File: src/rtl/dio_pkg.sv
`timescale 1ns/1ps
package dio_pkg;
  typedef enum logic [1:0] {
    DIR_IDLE = 2'b00,
    DIR_RD   = 2'b01,
    DIR_WR   = 2'b10,
    DIR_BAD  = 2'b11
  } dir_e;
endpackage

File: src/rtl/dio_dir_decode.sv
`timescale 1ns/1ps
module dio_dir_decode
  import dio_pkg::*;
(
  input  logic rd_i,
  input  logic wr_i,
  output dir_e dir_o,
  output logic vld_o,
  output logic err_o
);
  always_comb begin
    unique case ({wr_i, rd_i})
      2'b01:   dir_o = DIR_RD;
      2'b10:   dir_o = DIR_WR;
      2'b11:   dir_o = DIR_BAD;
      default: dir_o = DIR_IDLE;
    endcase
  end

  assign vld_o = (dir_o == DIR_RD) || (dir_o == DIR_WR);
  assign err_o = (dir_o == DIR_BAD);
endmodule

File: src/rtl/dio_data_field.sv
`timescale 1ns/1ps
module dio_data_field
  import dio_pkg::*;
#(
  parameter int unsigned DATA_W = 32
) (
  input  logic              clk_i,
  input  logic              rst_ni,
  input  logic              clr_i,
  input  logic              ld_i,
  input  dir_e              dir_i,
  input  logic [DATA_W-1:0] dio_in_i,
  input  logic [DATA_W-1:0] sum_in_i,
  output logic [DATA_W-1:0] data_o
);
  logic [DATA_W-1:0] data_q, data_d;

  // clear first, then a load whose source depends on direction
  always_comb begin
    data_d = data_q;
    if (clr_i) begin
      data_d = '0;
    end else if (ld_i) begin
      unique case (dir_i)
        DIR_RD:  data_d = dio_in_i;
        DIR_WR:  data_d = sum_in_i;
        default: data_d = data_q;
      endcase
    end
  end

  always_ff @(posedge clk_i or negedge rst_ni) begin
    if (!rst_ni) data_q <= '0;
    else         data_q <= data_d;
  end

  assign data_o = data_q;
endmodule

File: src/rtl/dio_addr_field.sv
`timescale 1ns/1ps
module dio_addr_field #(
  parameter int unsigned ADDR_W     = 16,
  parameter int unsigned ADDR_SRC_W = 14
) (
  input  logic                  clk_i,
  input  logic                  rst_ni,
  input  logic                  clr_i,
  input  logic                  ld_i,
  input  logic                  block_i,
  input  logic [ADDR_SRC_W-1:0] gr_i,
  output logic [ADDR_W-1:0]     addr_o
);
  logic [ADDR_W-1:0] src_ext;
  logic [ADDR_W-1:0] addr_q;

  // bits above the source width are tied to zero
  for (genvar i = 0; i < ADDR_W; i++) begin : g_ext
    if (i < ADDR_SRC_W) begin : g_src
      assign src_ext[i] = gr_i[i];
    end else begin : g_zero
      assign src_ext[i] = 1'b0;
    end
  end

  always_ff @(posedge clk_i or negedge rst_ni) begin
    if (!rst_ni)             addr_q <= '0;
    else if (clr_i)          addr_q <= '0;
    else if (ld_i && !block_i) addr_q <= src_ext;
  end

  assign addr_o = addr_q;
endmodule

File: src/rtl/dio_out_gate.sv
`timescale 1ns/1ps
module dio_out_gate
  import dio_pkg::*;
#(
  parameter int unsigned DATA_W = 32
) (
  input  dir_e              dir_i,
  input  logic [DATA_W-1:0] data_i,
  output logic [DATA_W-1:0] sum_out_o,
  output logic [DATA_W-1:0] dio_out_o
);
  always_comb begin
    sum_out_o = '0;
    dio_out_o = '0;
    unique case (dir_i)
      DIR_RD:  sum_out_o = data_i;
      DIR_WR:  dio_out_o = data_i;
      default: ;
    endcase
  end
endmodule

File: src/rtl/dio_xfer_reg.sv
`timescale 1ns/1ps
module dio_xfer_reg
  import dio_pkg::*;
#(
  parameter int unsigned DATA_W     = 32,
  parameter int unsigned ADDR_W     = 16,
  parameter int unsigned ADDR_SRC_W = 14
) (
  input  logic                  clk_i,
  input  logic                  rst_ni,
  input  logic                  rd_dir_i,
  input  logic                  wr_dir_i,
  input  logic                  data_ld_i,
  input  logic                  addr_ld_i,
  input  logic                  data_clr_i,
  input  logic                  addr_clr_i,
  input  logic [DATA_W-1:0]     dio_in_i,
  input  logic [DATA_W-1:0]     sum_in_i,
  input  logic [ADDR_SRC_W-1:0] gr_i,
  output logic [DATA_W-1:0]     sum_out_o,
  output logic [DATA_W-1:0]     dio_out_o,
  output logic [ADDR_W-1:0]     addr_o,
  output logic                  out_vld_o,
  output logic                  dir_err_o
);
  dir_e              dir;
  logic [DATA_W-1:0] data_q;

  dio_dir_decode u_dir (
    .rd_i  (rd_dir_i),
    .wr_i  (wr_dir_i),
    .dir_o (dir),
    .vld_o (out_vld_o),
    .err_o (dir_err_o)
  );

  dio_data_field #(.DATA_W(DATA_W)) u_data (
    .clk_i    (clk_i),
    .rst_ni   (rst_ni),
    .clr_i    (data_clr_i),
    .ld_i     (data_ld_i),
    .dir_i    (dir),
    .dio_in_i (dio_in_i),
    .sum_in_i (sum_in_i),
    .data_o   (data_q)
  );

  dio_addr_field #(.ADDR_W(ADDR_W), .ADDR_SRC_W(ADDR_SRC_W)) u_addr (
    .clk_i   (clk_i),
    .rst_ni  (rst_ni),
    .clr_i   (addr_clr_i),
    .ld_i    (addr_ld_i),
    .block_i (dir_err_o),
    .gr_i    (gr_i),
    .addr_o  (addr_o)
  );

  dio_out_gate #(.DATA_W(DATA_W)) u_gate (
    .dir_i     (dir),
    .data_i    (data_q),
    .sum_out_o (sum_out_o),
    .dio_out_o (dio_out_o)
  );
endmodule

File: config.mk
export PLATFORM = sky130hd
export DESIGN_NAME = dio_xfer_reg
export DESIGN_NICKNAME = d
export VERILOG_FILES = /design/src/rtl/dio_pkg.sv /design/src/rtl/dio_dir_decode.sv /design/src/rtl/dio_data_field.sv /design/src/rtl/dio_addr_field.sv /design/src/rtl/dio_out_gate.sv /design/src/rtl/dio_xfer_reg.sv
export SDC_FILE = /design/constraint.sdc
export NUM_CORES = 1
export LEC_CHECK = 0
export CAP_MARGIN = 20
export CORE_ASPECT_RATIO = 1.4
export CORE_MARGIN = 1
export CORE_UTILIZATION = 34
export DETAILED_ROUTE_END_ITERATION = 10
export PLACE_DENSITY_LB_ADDON = 0.1
export SYNTH_ARGS = -nofsm -noshare
export SYNTH_HDL_FRONTEND = slang
export SYNTH_SLANG_ARGS = --single-unit
File: constraint.sdc
create_clock -name clk_i -period 1.3 [get_ports clk_i]
set_clock_uncertainty 0.1 [all_clocks]
set_input_delay 0.26 -clock clk_i [delete_from_list [all_inputs] [get_ports clk_i]]
set_output_delay 0.26 -clock clk_i [all_outputs]
set_load 0.02 [all_outputs]
== Word-level counts from Yosys, hierarchy flattened ==
Cells that the tools add are included.
Word-level totals
  word-level logic and storage cells: 23
  register bits: 48
  output and inout port bits: 82
  input port bits: 86
Operators by class
  muxes and demuxes: 8
  reduce and logical (&&, ||, !) cells: 7
  equality and inequality tests: 6
Operator list (count)
  $mux W32: 4
  $pmux W32 S2: 1
  $mux W16: 2
  $eq A2 B2 Y1 const B: 4
  $pmux W2 S3: 1
  $eq A2 B1 Y1 const B: 2
  $reduce_bool A2 Y1: 2
  $reduce_bool A3 Y1: 1
  $reduce_and A2 Y1: 1
  $logic_and A1 B1 Y1: 1
  $logic_not A1 Y1: 1
  $logic_or A1 B1 Y1: 1

== Depth between registers and ports, before layout ==
Gate-level depths: netlist of run 1.
  depth in word-level cells: 7
  mapped depth: 7
  mapped depth without buffers: 5

== Modules after synthesis ==
Synthesis of run 1 repeated with hierarchy kept, for this count alone.
Unflattened totals
  cells, all modules: 298
  area total of the unflattened synthesis: 3225.6 um2
By module, submodules not included
  dio_data_field: sequential area each 800.8 um2, instances 1, cells each 149, area an instance 1720.4 um2
  dio_addr_field: sequential area each 350.3 um2, instances 1, cells each 65, area an instance 735.7 um2
  dio_out_gate: sequential area each 0.0 um2, instances 1, cells each 76, area an instance 695.7 um2
  dio_dir_decode: sequential area each 0.0 um2, instances 1, cells each 8, area an instance 73.8 um2

== Worst setup path before layout of run 1 ==
Ideal clock, no wire load.
  path type: input -> output
  from: input rd_dir_i
  to: output dio_out_o[16]
  arrival: 1100 ps
  buffers on the path: 2
  setup slack: -160 ps
  required time: 940 ps
  stages: 5
  cells stage by stage: inv_1 ha_1 buf_6 buf_2 and2_1
On the way
  longest elaborated chain between the ends: 4
  elaborated cells on any way between the ends: 6
  those cells by class: eq/ne: 4; mux: 2
Ends and longest elaborated chain
  from (decl): line dio_xfer_reg.sv:11  | input logic rd_dir_i,
  $eq A2 B2 Y1 or $eq A2 B1 Y1 (tied branches): line dio_dir_decode.sv:12  | unique case ({wr_i, rd_i})
  $pmux W2 S3 *: line dio_dir_decode.sv:12
  $eq A2 B2 Y1 *: line dio_out_gate.sv:15  | unique case (dir_i)
  $mux W32 *: line dio_out_gate.sv:15
  to (decl): line dio_xfer_reg.sv:21  | output logic [DATA_W-1:0] dio_out_o,
Mark *: on every way between the ends. The rest lies on a longest branch, timed or not.

== Worst setup path in the final report of run 1 ==
  from: input rd_dir_i
  to: output dio_out_o[2]
Same word-level chain as after synthesis.

==> reports/metrics.yaml, run 1 <==
run_status: "finished with violations"
cts_sinks: 46
fmax_mhz: 670.7
clk_pin_slew_ns: 0.08
grt_pass1_wl_um: 13440
required_ns: 0.94
final.setup.worst_slack_ns: -0.1909
dieArea_um2: 8611
num_io_pins: 168
clk_latency_ns: 0.29
post-route-period-util: 1.147
cp_max_fo: 7
track_usage: 0.2043
hold_viol_final: 0
start_util: 0.3571
viasPerCell: 4.660
overflow: 0
ys_ff_latch: 46
grt_antenna_before_repair: 0
num_antenna_cells: 0
peakVddDrop_uv: 665.0
max-cap-violations: 0
setup_viol: 96
worstSetupStartpointType: "primary input"
htree_levels: 2
firstDrtPassIters: 4
yosys_warnings: 0
violations: "negative setup slack"
wl_per_cell_um: 15.85
arrival_ns: 1.13
num_rows: 38
drive_above_1_share: 0.5511
final_cell_mix: "clkdlybuf4s50_1, buf_6, and2_4, dfrtp_1, buf_4"
postSynthCellCount: 251
critical_path_class: "in2out"
total_power_mw: 4.184
final_common_cell: "clkdlybuf4s50_1"
end_kind: "output pin"
syn_area_per_cell_um2: 11.16
power.density_nw_per_um2: 732.3
drc: 0
rsz0062_at_grt: "yes"
place.gp.congestion: 0.6872
routed_wl_um: 9178
dpl_worst_slack_ns: -1.060
synth_area_um2: 2801
areaGrowthSynthToFinish_pct: 103.9
fill_cells: 589
post-place-cells: 541
hold_path_class: "in2async"
finalNonFillerCells: 579
drt_iter0_drc: 68
dr_total_vias: 2698
leakagePower_nw: 2.652
place_hpwl_um: 6034
cts_buffer_depth: 2
antenna_left: 0
fp.dieH_um: 109.4
cts_tree: "done"
synth.distinct_cells: 22
fin_crit_ns: 1.491
final_nets: 567
grt_max_degree: 47
core_um2: 7845
grt_pass1_vias: 2765
maxSlewViolCount: 0
die_w_um: 78.72
clock_tree.root_cell: "clkbuf_8"
ys_seq_area_frac: 0.4109
cts_buffers: 5
port_buffers: 165
==> sequential cells by signal (all words and copies together), names as in the netlist <==
register and count:
u_addr.addr_o 14, u_data.data_o 32
==> cells in the mapped netlist <==
master / n / area [um^2]
clkbuf_4: 1 / 7.510
conb_1: 1 / 3.750
a21oi_1: 14 / 70.07
buf_4: 3 / 22.52
ha_1: 3 / 37.54
dfrtp_1: 46 / 1151
o21ai_1: 1 / 5.000
mux2i_1: 32 / 320.3
clkbuf_2: 1 / 5.000
nor2b_1: 1 / 6.260
clkbuf_1: 8 / 30.03
and2b_1: 1 / 7.510
nand2_1: 28 / 105.1
inv_1: 3 / 11.26
nand2b_1: 1 / 6.260
buf_6: 8 / 90.09
and2_1: 64 / 400.4
o2bb2ai_2: 27 / 405.4
o2bb2ai_4: 3 / 82.58
buf_2: 2 / 10.01
or2_1: 1 / 6.260
o2bb2ai_1: 2 / 17.52
==> cell families after synthesis <==
logic type | after synthesis | synth area share
AOI/OAI and AO/OA | 47 | 0.2072
adders and majority gates | 3 | 0.01340
buffers and inverters | 26 | 0.06297
DFF | 46 | 0.4109
muxes | 32 | 0.1143
other | 1 | 0.001339
and+or+nand+nor | 96 | 0.1898
==> critical path: stages <==
cell,delay (ns)
buf_8,0.10
inv_4,0.04
ha_4,0.20
buf_12,0.14
clkbuf_16,0.14
and2_4,0.13
buf_6,0.11
==> stage by stage <==
stage	setup TNS (ns)	cell area [um^2]	util	hold slack, ns
2_1_floorplan	0	3009	-	-0.1356
3_3_place_gp	-97.98	5026	0.6407	0.1584
3_5_place_dp	-100.58	5026	0.6407	0.1636
4_1_cts	-14.47	5509	0.7022	0.3717
5_1_grt	-16.08	5713	0.7282	0.3826
6_report	-13.17	5713	0.7282	0.3599
==> power breakdown <==
| part | switching (mW) | internal [mW] | leakage, nW |
|---|---|---|---|
| Combinational | 0.525 | 0.774 | 1.96 |
| Clock | 0.499 | 0.820 | 0.0714 |
| Sequential | 0.0603 | 1.50 | 0.624 |
==> routing by layer <==
| layer | GRT usage | vias to the layer above | part of all wire |
|---|---|---|---|
| li1 | - | 1300 | - |
| met1 | 0.2196 | 1295 | 0.37 |
| met2 | 0.3944 | 92 | 0.55 |
| met3 | 0.04647 | 11 | 0.062 |
| met4 | 0.05556 | 0 | 0.017 |
| met5 | 0 | - | 0 |
==> final cells by class <==
| class | instances | area (um^2) | area share |
|---|---|---|---|
| Timing Repair Buffer | 242 | 2480 | 0.4341 |
| Multi-Input combinational cell | 180 | 1800 | 0.3152 |
| Clock buffer | 6 | 82.58 | 0.01445 |
| Clock inverter | 2 | 60.06 | 0.01051 |
| Inverter | 3 | 13.76 | 0.002409 |
| Sequential cell | 46 | 1151 | 0.2015 |
| Tap cell | 100 | 125.1 | 0.02190 |
==> what timing repair did <==
item / in CTS / in global routing
pin swaps: 8 / 6
gates cloned: 7 / 3
buffers inserted: 19 / 2
hold endpoints to repair: 46 / 0
hold buffers: 1 / 0
resized for setup: 456 / 32
setup endpoints to repair: 126 / 96
==> final timing paths <==
check / from / to / slack (ns) / cells past startpoint
worst max-delay path: rd_dir_i / dio_out_o[2] / -0.19 / 7
worst min-delay path: rst_ni / u_addr.addr_o[12]$_DFFE_PN0P_ / 0.36 / 3
worst max register to register: u_data.data_o[20]$_DFFE_PN0P_ / u_data.data_o[20]$_DFFE_PN0P_ / 0.32 / 3
worst min register to register: u_addr.addr_o[3]$_DFFE_PN0P_ / u_addr.addr_o[3]$_DFFE_PN0P_ / 0.42 / 2
max in group asynchronous: rst_ni / u_data.data_o[6]$_DFFE_PN0P_ / 0.52 / 3
min in group clk_i: gr_i[2] / u_addr.addr_o[2]$_DFFE_PN0P_ / 0.39 / 3
(Power assumes the default switching activity.)
==> run 2: changes to the inputs <==
Settings changed: CTS_CLUSTER_SIZE set to 25.
==> results of run 2 <==
Same layout as run 1: the final DEF is identical, and so are final timing and power.
